$ cat src/rtl/fpcs_pkg.sv
package fpcs_pkg;
  localparam int EXP_W  = 8;
  localparam int MAN_W  = 23;
  localparam int W      = 1 + EXP_W + MAN_W;
  localparam int FLAG_W = 5;
  localparam int NV_BIT = 4;
  localparam logic [W-1:0] CANON_NAN = {1'b0, {EXP_W{1'b1}}, 1'b1, {(MAN_W-1){1'b0}}};

  typedef enum logic [2:0] {
    OP_EQ = 3'd0, OP_LT = 3'd1, OP_LE = 3'd2, OP_MIN = 3'd3,
    OP_MAX = 3'd4, OP_SJ = 3'd5, OP_SJN = 3'd6, OP_SJX = 3'd7
  } fpcs_op_e;

  function automatic logic fp_is_nan(input logic [W-1:0] x);
    return (&x[W-2:MAN_W]) && (|x[MAN_W-1:0]);
  endfunction

  function automatic logic fp_is_snan(input logic [W-1:0] x);
    return fp_is_nan(x) && !x[MAN_W-1];
  endfunction

  function automatic logic fp_is_zero(input logic [W-1:0] x);
    return x[W-2:0] == '0;
  endfunction

  function automatic logic [W-1:0] fp_flush(input logic [W-1:0] x);
    if (x[W-2:MAN_W] == '0) return {x[W-1], {(W-1){1'b0}}};
    return x;
  endfunction

  // Ordered less-than on non-NaN values; zeros_equal makes -0 == +0.
  function automatic logic fp_less(input logic [W-1:0] x, input logic [W-1:0] y,
                                   input logic zeros_equal);
    logic r;
    if (zeros_equal && fp_is_zero(x) && fp_is_zero(y)) r = 1'b0;
    else if (x[W-1] != y[W-1])                         r = x[W-1];
    else if (x[W-1])                                   r = x[W-2:0] > y[W-2:0];
    else                                               r = x[W-2:0] < y[W-2:0];
    return r;
  endfunction

  function automatic logic op_is_cmp(input fpcs_op_e o);
    return (o == OP_EQ) || (o == OP_LT) || (o == OP_LE);
  endfunction

  function automatic logic op_is_mm(input fpcs_op_e o);
    return (o == OP_MIN) || (o == OP_MAX);
  endfunction
endpackage

$ cat src/rtl/fpcs_compare.sv
module fpcs_compare
  import fpcs_pkg::*;
(
  input  fpcs_op_e       op,
  input  logic [W-1:0]   a,
  input  logic [W-1:0]   b,
  output logic           res_bit,
  output logic           nv
);
  logic [W-1:0] a_flushed, b_flushed;
  logic any_nan, any_snan, is_eq, is_lt;

  assign a_flushed = fp_flush(a);
  assign b_flushed = fp_flush(b);
  assign any_nan   = fp_is_nan(a) || fp_is_nan(b);
  assign any_snan  = fp_is_snan(a) || fp_is_snan(b);
  assign is_eq     = (a_flushed == b_flushed) ||
                     (fp_is_zero(a_flushed) && fp_is_zero(b_flushed));
  assign is_lt     = fp_less(a_flushed, b_flushed, 1'b1);

  always_comb begin
    res_bit = 1'b0;
    nv      = 1'b0;
    unique case (op)
      OP_EQ: begin res_bit = !any_nan && is_eq;           nv = any_snan; end
      OP_LT: begin res_bit = !any_nan && is_lt;           nv = any_nan;  end
      OP_LE: begin res_bit = !any_nan && (is_lt || is_eq); nv = any_nan; end
      default: ;
    endcase
  end
endmodule

$ cat src/rtl/fpcs_minmax.sv
module fpcs_minmax
  import fpcs_pkg::*;
(
  input  logic           pick_max,
  input  logic [W-1:0]   a,
  input  logic [W-1:0]   b,
  output logic [W-1:0]   res,
  output logic           nv
);
  logic a_nan, b_nan, a_below_b;

  assign a_nan     = fp_is_nan(a);
  assign b_nan     = fp_is_nan(b);
  assign a_below_b = fp_less(a, b, 1'b0);
  assign nv        = fp_is_snan(a) || fp_is_snan(b);

  always_comb begin
    if (a_nan && b_nan)  res = CANON_NAN;
    else if (a_nan)      res = b;
    else if (b_nan)      res = a;
    else if (pick_max)   res = a_below_b ? b : a;
    else                 res = a_below_b ? a : b;
  end
endmodule

$ cat src/rtl/fpcs_sign.sv
module fpcs_sign
  import fpcs_pkg::*;
(
  input  fpcs_op_e       op,
  input  logic [W-1:0]   a,
  input  logic [W-1:0]   b,
  output logic [W-1:0]   res
);
  logic new_sign;

  always_comb begin
    unique case (op)
      OP_SJN:  new_sign = ~b[W-1];
      OP_SJX:  new_sign = a[W-1] ^ b[W-1];
      default: new_sign = b[W-1];
    endcase
  end

  assign res = {new_sign, a[W-2:0]};
endmodule

$ cat src/rtl/fp_cmp_sign_unit.sv
module fp_cmp_sign_unit
  import fpcs_pkg::*;
(
  input  logic         clk,
  input  logic         rst_n,
  input  logic         start,
  input  logic [2:0]   op,
  input  logic [31:0]  a,
  input  logic [31:0]  b,
  output logic [31:0]  result,
  output logic [4:0]   flags,
  output logic         done
);
  fpcs_op_e op_e;
  assign op_e = fpcs_op_e'(op);

  logic         cmp_bit, cmp_nv, mm_nv;
  logic [W-1:0] mm_res, sgn_res;

  fpcs_compare u_cmp (.op(op_e), .a(a), .b(b), .res_bit(cmp_bit), .nv(cmp_nv));
  fpcs_minmax  u_mm  (.pick_max(op_e == OP_MAX), .a(a), .b(b), .res(mm_res), .nv(mm_nv));
  fpcs_sign    u_sgn (.op(op_e), .a(a), .b(b), .res(sgn_res));

  // Named events for the checks.
  logic accept, accept_fast, accept_slow;
  logic busy_q, mm_nv_q, done_q;
  logic [W-1:0] mm_res_q, res_q;
  logic [FLAG_W-1:0] flags_q;
  fpcs_op_e op_q, mm_op_q;

  assign accept      = start && !busy_q;
  assign accept_slow = accept && op_is_mm(op_e);
  assign accept_fast = accept && !op_is_mm(op_e);

  always_ff @(posedge clk or negedge rst_n) begin
    if (!rst_n) begin
      busy_q   <= 1'b0;
      mm_nv_q  <= 1'b0;
      mm_res_q <= '0;
      mm_op_q  <= OP_EQ;
      res_q    <= '0;
      flags_q  <= '0;
      done_q   <= 1'b0;
      op_q     <= OP_EQ;
    end else begin
      done_q <= 1'b0;
      if (accept_fast) begin
        res_q   <= op_is_cmp(op_e) ? {{(W-1){1'b0}}, cmp_bit} : sgn_res;
        flags_q <= op_is_cmp(op_e) ? {cmp_nv, {(FLAG_W-1){1'b0}}} : '0;
        op_q    <= op_e;
        done_q  <= 1'b1;
      end
      if (accept_slow) begin
        busy_q   <= 1'b1;
        mm_res_q <= mm_res;
        mm_nv_q  <= mm_nv;
        mm_op_q  <= op_e;
      end
      if (busy_q) begin
        busy_q  <= 1'b0;
        res_q   <= mm_res_q;
        flags_q <= {mm_nv_q, {(FLAG_W-1){1'b0}}};
        op_q    <= mm_op_q;
        done_q  <= 1'b1;
      end
    end
  end

  assign result = res_q;
  assign flags  = flags_q;
  assign done   = done_q;


  cmp_bit0_only_chk: assert property (@(posedge clk) disable iff (!rst_n)
    done && op_is_cmp(op_q) |-> result[W-1:1] == '0);

  fast_latency_chk: assert property (@(posedge clk) disable iff (!rst_n)
    start && !busy_q && !op_is_mm(op_e) |=> done);

  slow_latency_chk: assert property (@(posedge clk) disable iff (!rst_n)
    start && !busy_q && op_is_mm(op_e) |=> !done ##1 done);

  no_restart_chk: assert property (@(posedge clk) disable iff (!rst_n)
    busy_q |=> !busy_q);

  quiet_in_flight_chk: assert property (@(posedge clk) disable iff (!rst_n)
    busy_q |-> !done);

  flag_shape_chk: assert property (@(posedge clk) disable iff (!rst_n)
    done |-> flags[FLAG_W-2:0] == '0);

  sign_no_flag_chk: assert property (@(posedge clk) disable iff (!rst_n)
    done && !op_is_cmp(op_q) && !op_is_mm(op_q) |-> flags == '0);
endmodule

$ cat config.mk
export PLATFORM = sky130hd
export DESIGN_NAME = fp_cmp_sign_unit
export DESIGN_NICKNAME = d
export VERILOG_FILES = /design/src/rtl/fpcs_pkg.sv /design/src/rtl/fpcs_compare.sv /design/src/rtl/fpcs_minmax.sv /design/src/rtl/fpcs_sign.sv /design/src/rtl/fp_cmp_sign_unit.sv
export SDC_FILE = /design/constraint.sdc
export NUM_CORES = 1
export LEC_CHECK = 0
export BUFFER_PORTS_ARGS = -buffer_cell sky130_fd_sc_hd__clkbuf_2
export CAP_MARGIN = 40
export CORE_MARGIN = 10
export CORE_UTILIZATION = 57
export CTS_CLUSTER_DIAMETER = 30
export DETAILED_ROUTE_END_ITERATION = 12
export GPL_TIMING_DRIVEN = 0
export PLACE_DENSITY = 0.79
export SYNTH_ARGS = -nofsm -noshare
export SYNTH_HDL_FRONTEND = slang
export SYNTH_SLANG_ARGS = --single-unit
export TNS_END_PERCENT = 1
$ cat constraint.sdc
create_clock -name clk -period 1.8 [get_ports clk]
set_input_delay 0.36 -clock clk [delete_from_list [all_inputs] [get_ports clk]]
set_output_delay 0.36 -clock clk [all_outputs]
set_load 0.005 [all_outputs]
==> out/results.txt <==
HPWL Detailed: 14.51 mm
CTS tree: done
flops & latches, synth: 68
WP buf/inv: 3
Clock Pin Slew Worst Setup and Hold Paths: 0.08 ns
Avg Synthesized Cell Area: 8.618 µm²
total power: 5.615 mW
LEAKAGE: 3.707 nW
failing checks: setup timing
DR vias/cell: 6.492
GRT overflow: 0
Die W: 121.2 µm
DR pass1 iterations: 7
PortBufs: 102
H-tree lvl count: 3
Power Density: 689.2 nW/µm²
final net count: 970
CTS sink cnt: 68
multi-input logic area: 4314 µm²
asr flop ratio synth: 100.0%
Die Y: 121.2 µm
Final Hold Viols: 0
most frequent cell after synthesis: nand2_1
Slowest-stage cell, CP: nor4_2
synthesized-area fraction occupied by adder cells: 13.73%
Main synth FF type: dfrtp_1
largest family of logic cells by synthesized area: compound AO/OA/AOI/OAI gates
Worst Setup End Kind: flip-flop
crit-path cells: buf_2, nor4_2, nand4_1, o21ai_4, inv_4, a31oi_1, nand3_4, buf_8, nor3_1, a211oi_1
CP startpoint kind: input pin
Finished Core Util: 82.59%
synth top area cells: dfrtp_1 (29%), ha_1 (14%), o2bb2a_4 (7.5%), nand2_1 (4.9%), inv_1 (4.4%)
DRT Wirelength: 21.75 mm
Slew Viols, Final: 0
largest net degree at the start of global routing: 53
routability cong.: 0.9521
Critical Path RT: 2.03 ns
most instantiated cells after synthesis: nand2_1 (76), dfrtp_1 (68), inv_1 (68)
worst skew pair latency: 0.35 ns
Max Clock Freq: 389.9 MHz
register area: 1702 µm²
FP Rows: 36
Core Footprint: 9864 µm²
CTS Buf Count: 9
Netlist cell types: 61
Final Setup Violations: 50
Critical Path Fanout Max: 10
VDD IR-drop max: 0.5297 mV
worst relative slew slack: 50.38%
Mapped Cells: 677
Antenna Nets Post-Route: 0
setup ws final: -0.7650 ns
Starting Density: 59.15%
worst-margin pin slew: 0.7443 ns
Residual DRC: 0
Final Cycle Share: 142.5%
initial antenna violation count: 0
Tmin final: 2.565 ns
CP delay by family, top: simple AND/OR/NAND/NOR gates
first-pass GRT wire length: 30.05 mm
EDFF count, synth: 0
CP max stage delay: 0.37 ns
synthesized area: 5834 µm²
layout cell share with drive strength beyond 1: 39.83%
Synth top area share: 29.17%
FILL cells: 564
area leader, netlist: dfrtp_1
RSZ-0062 raised after global routing: true
maximum capacitance violations: 0
post-synthesis compound-gate area fraction: 30.65%
num ports: 108
GRT Overall Usage: 25.45%
number of diodes: 0
Post-Synth XOR/XNOR Area: 0.1501%
clk root buf: clkbuf_8
Setup CP Type: in2reg
Yosys warning count: 0
status: complete, but fails checks
simple-gate area share of the yosys netlist: 17.37%
area delta synth->final: 39.63%
Die Area: 14,680 µm²
initial drt markers: 929
CTS Buffer Depth: 2
Critical Path AT: 2.79 ns
Seq/Total Area, Yosys: 29.17%
HP Class: in2reg
vias in the first global route: 5,736
Worst Clk Skew: 0.01041 ns
routed len/inst: 22.33 µm
routed vias: 6,323
post-synthesis mux area share: 0.1930%
per-stage QoR:
stage / instance area, µm² / setup WS [ns] / setup TNS [ns] / std cells / hold slack [ns]
global placement: 6610 / -1.533 / -52.31 / 915 / 0.4661
detailed placement: 6640 / -1.523 / -56.64 / 916 / 0.2810
CTS: 7416 / -0.7003 / -19.20 / 959 / 0.3343
global route: 8147 / -0.8150 / -26.89 / 974 / 0.3209
floorplan: 5933 / -0.5942 / -17.88 / 680 / 0.06441
finish: 8147 / -0.7650 / -23.93 / 974 / 0.3423
cells by family after synthesis:
kind of cell,Yosys count
buffers and inverters,117
other,1
xor gates and xnor gates,1
adders and majority gates,64
AOI/OAI and AO/OA,219
muxes,1
DFF,68
and+or+nand+nor,206
placed cells by master (no fill, tap or decap), drive strengths merged, types with 2 or more instances in the layout:
cell type | netlist | layout
a22oi | 31 | 31
nand4 | 20 | 20
ha | 64 | 64
a21o | 16 | 16
a31oi | 3 | 3
and2 | 2 | 2
nor3 | 14 | 14
bufinv | 0 | 2
dfrtp | 68 | 68
a21oi | 68 | 68
o2bb2a | 22 | 22
nand3b | 2 | 2
nand2b | 2 | 2
inv | 69 | 69
nand3 | 12 | 12
o21ai | 44 | 44
nor2b | 2 | 2
o22ai | 2 | 2
nor4 | 17 | 17
nor2 | 55 | 55
buf | 15 | 88
clkbuf | 33 | 116
o31ai | 3 | 3
o2111ai | 2 | 2
o21a | 2 | 2
o211ai | 3 | 3
conb | 1 | 4
nand2 | 76 | 76
a211oi | 12 | 12
worst paths after layout:
path                       cells past startpoint      endpoint  slack, ns          from
max                                           10  mm_res_q[22]      -0.76         a[22]
min                                            3  mm_res_q[24]       0.34         b[24]
max reg2reg                                    6  mm_res_q[30]      -0.31        busy_q
min reg2reg                                    2    result[31]       0.49  mm_res_q[31]
max in group asynchronous                      3  mm_res_q[31]       0.81         rst_n
min in group asynchronous                      2    result[26]       0.45         rst_n
final cells by class:
type | instances | area share [%]
clock buffer | 12 | 1.782
clock inverter | 4 | 0.8908
tap | 133 | 2.043
inverter | 69 | 3.241
sequential | 68 | 20.89
timing repair buffer | 145 | 13.76
buffer | 48 | 4.439
multi-input combinational | 495 | 52.96
what timing repair did:
item	CTS	global route
endpoints found under the hold margin	16	0
buffers inserted	20	13
cloned	6	2
hold buffers	1	0
setup endpoints to repair	65	65
pin swaps	35	55
resized for setup	73	164
flip-flops by register name (all words and copies together), names as in the netlist:
name and count:
mm_res_q 32, result 32, busy_q 1, done 1, flags 1, mm_nv_q 1
worst reg2reg max path, delay by kind of cell, from the launching register on:
family / cells / cell delay [ns]
buffers and inverters: 2 / 0.72
AO/OA/AOI/OAI: 2 / 0.72
AND/OR/NAND/NOR: 2 / 0.24
flip-flops: 1 / 0.32
routing by layer:
layer	part of all wire (%)	up-vias	GRT usage, %
li1	-	2753	-
met1	38	2962	33.97
met2	46	492	40.75
met3	11	116	5.072
met4	4.6	0	7.526
met5	0	-	0
power breakdown:
| group | leakage [nW] | internal (mW) | switching (mW) | total (mW) |
|---|---|---|---|---|
| logic | 2.79 | 1.02 | 1.16 | 2.18 |
| registers | 0.815 | 1.85 | 0.186 | 2.04 |
| clock network | 0.107 | 0.817 | 0.580 | 1.40 |
Power figures use the tool's default switching activity.
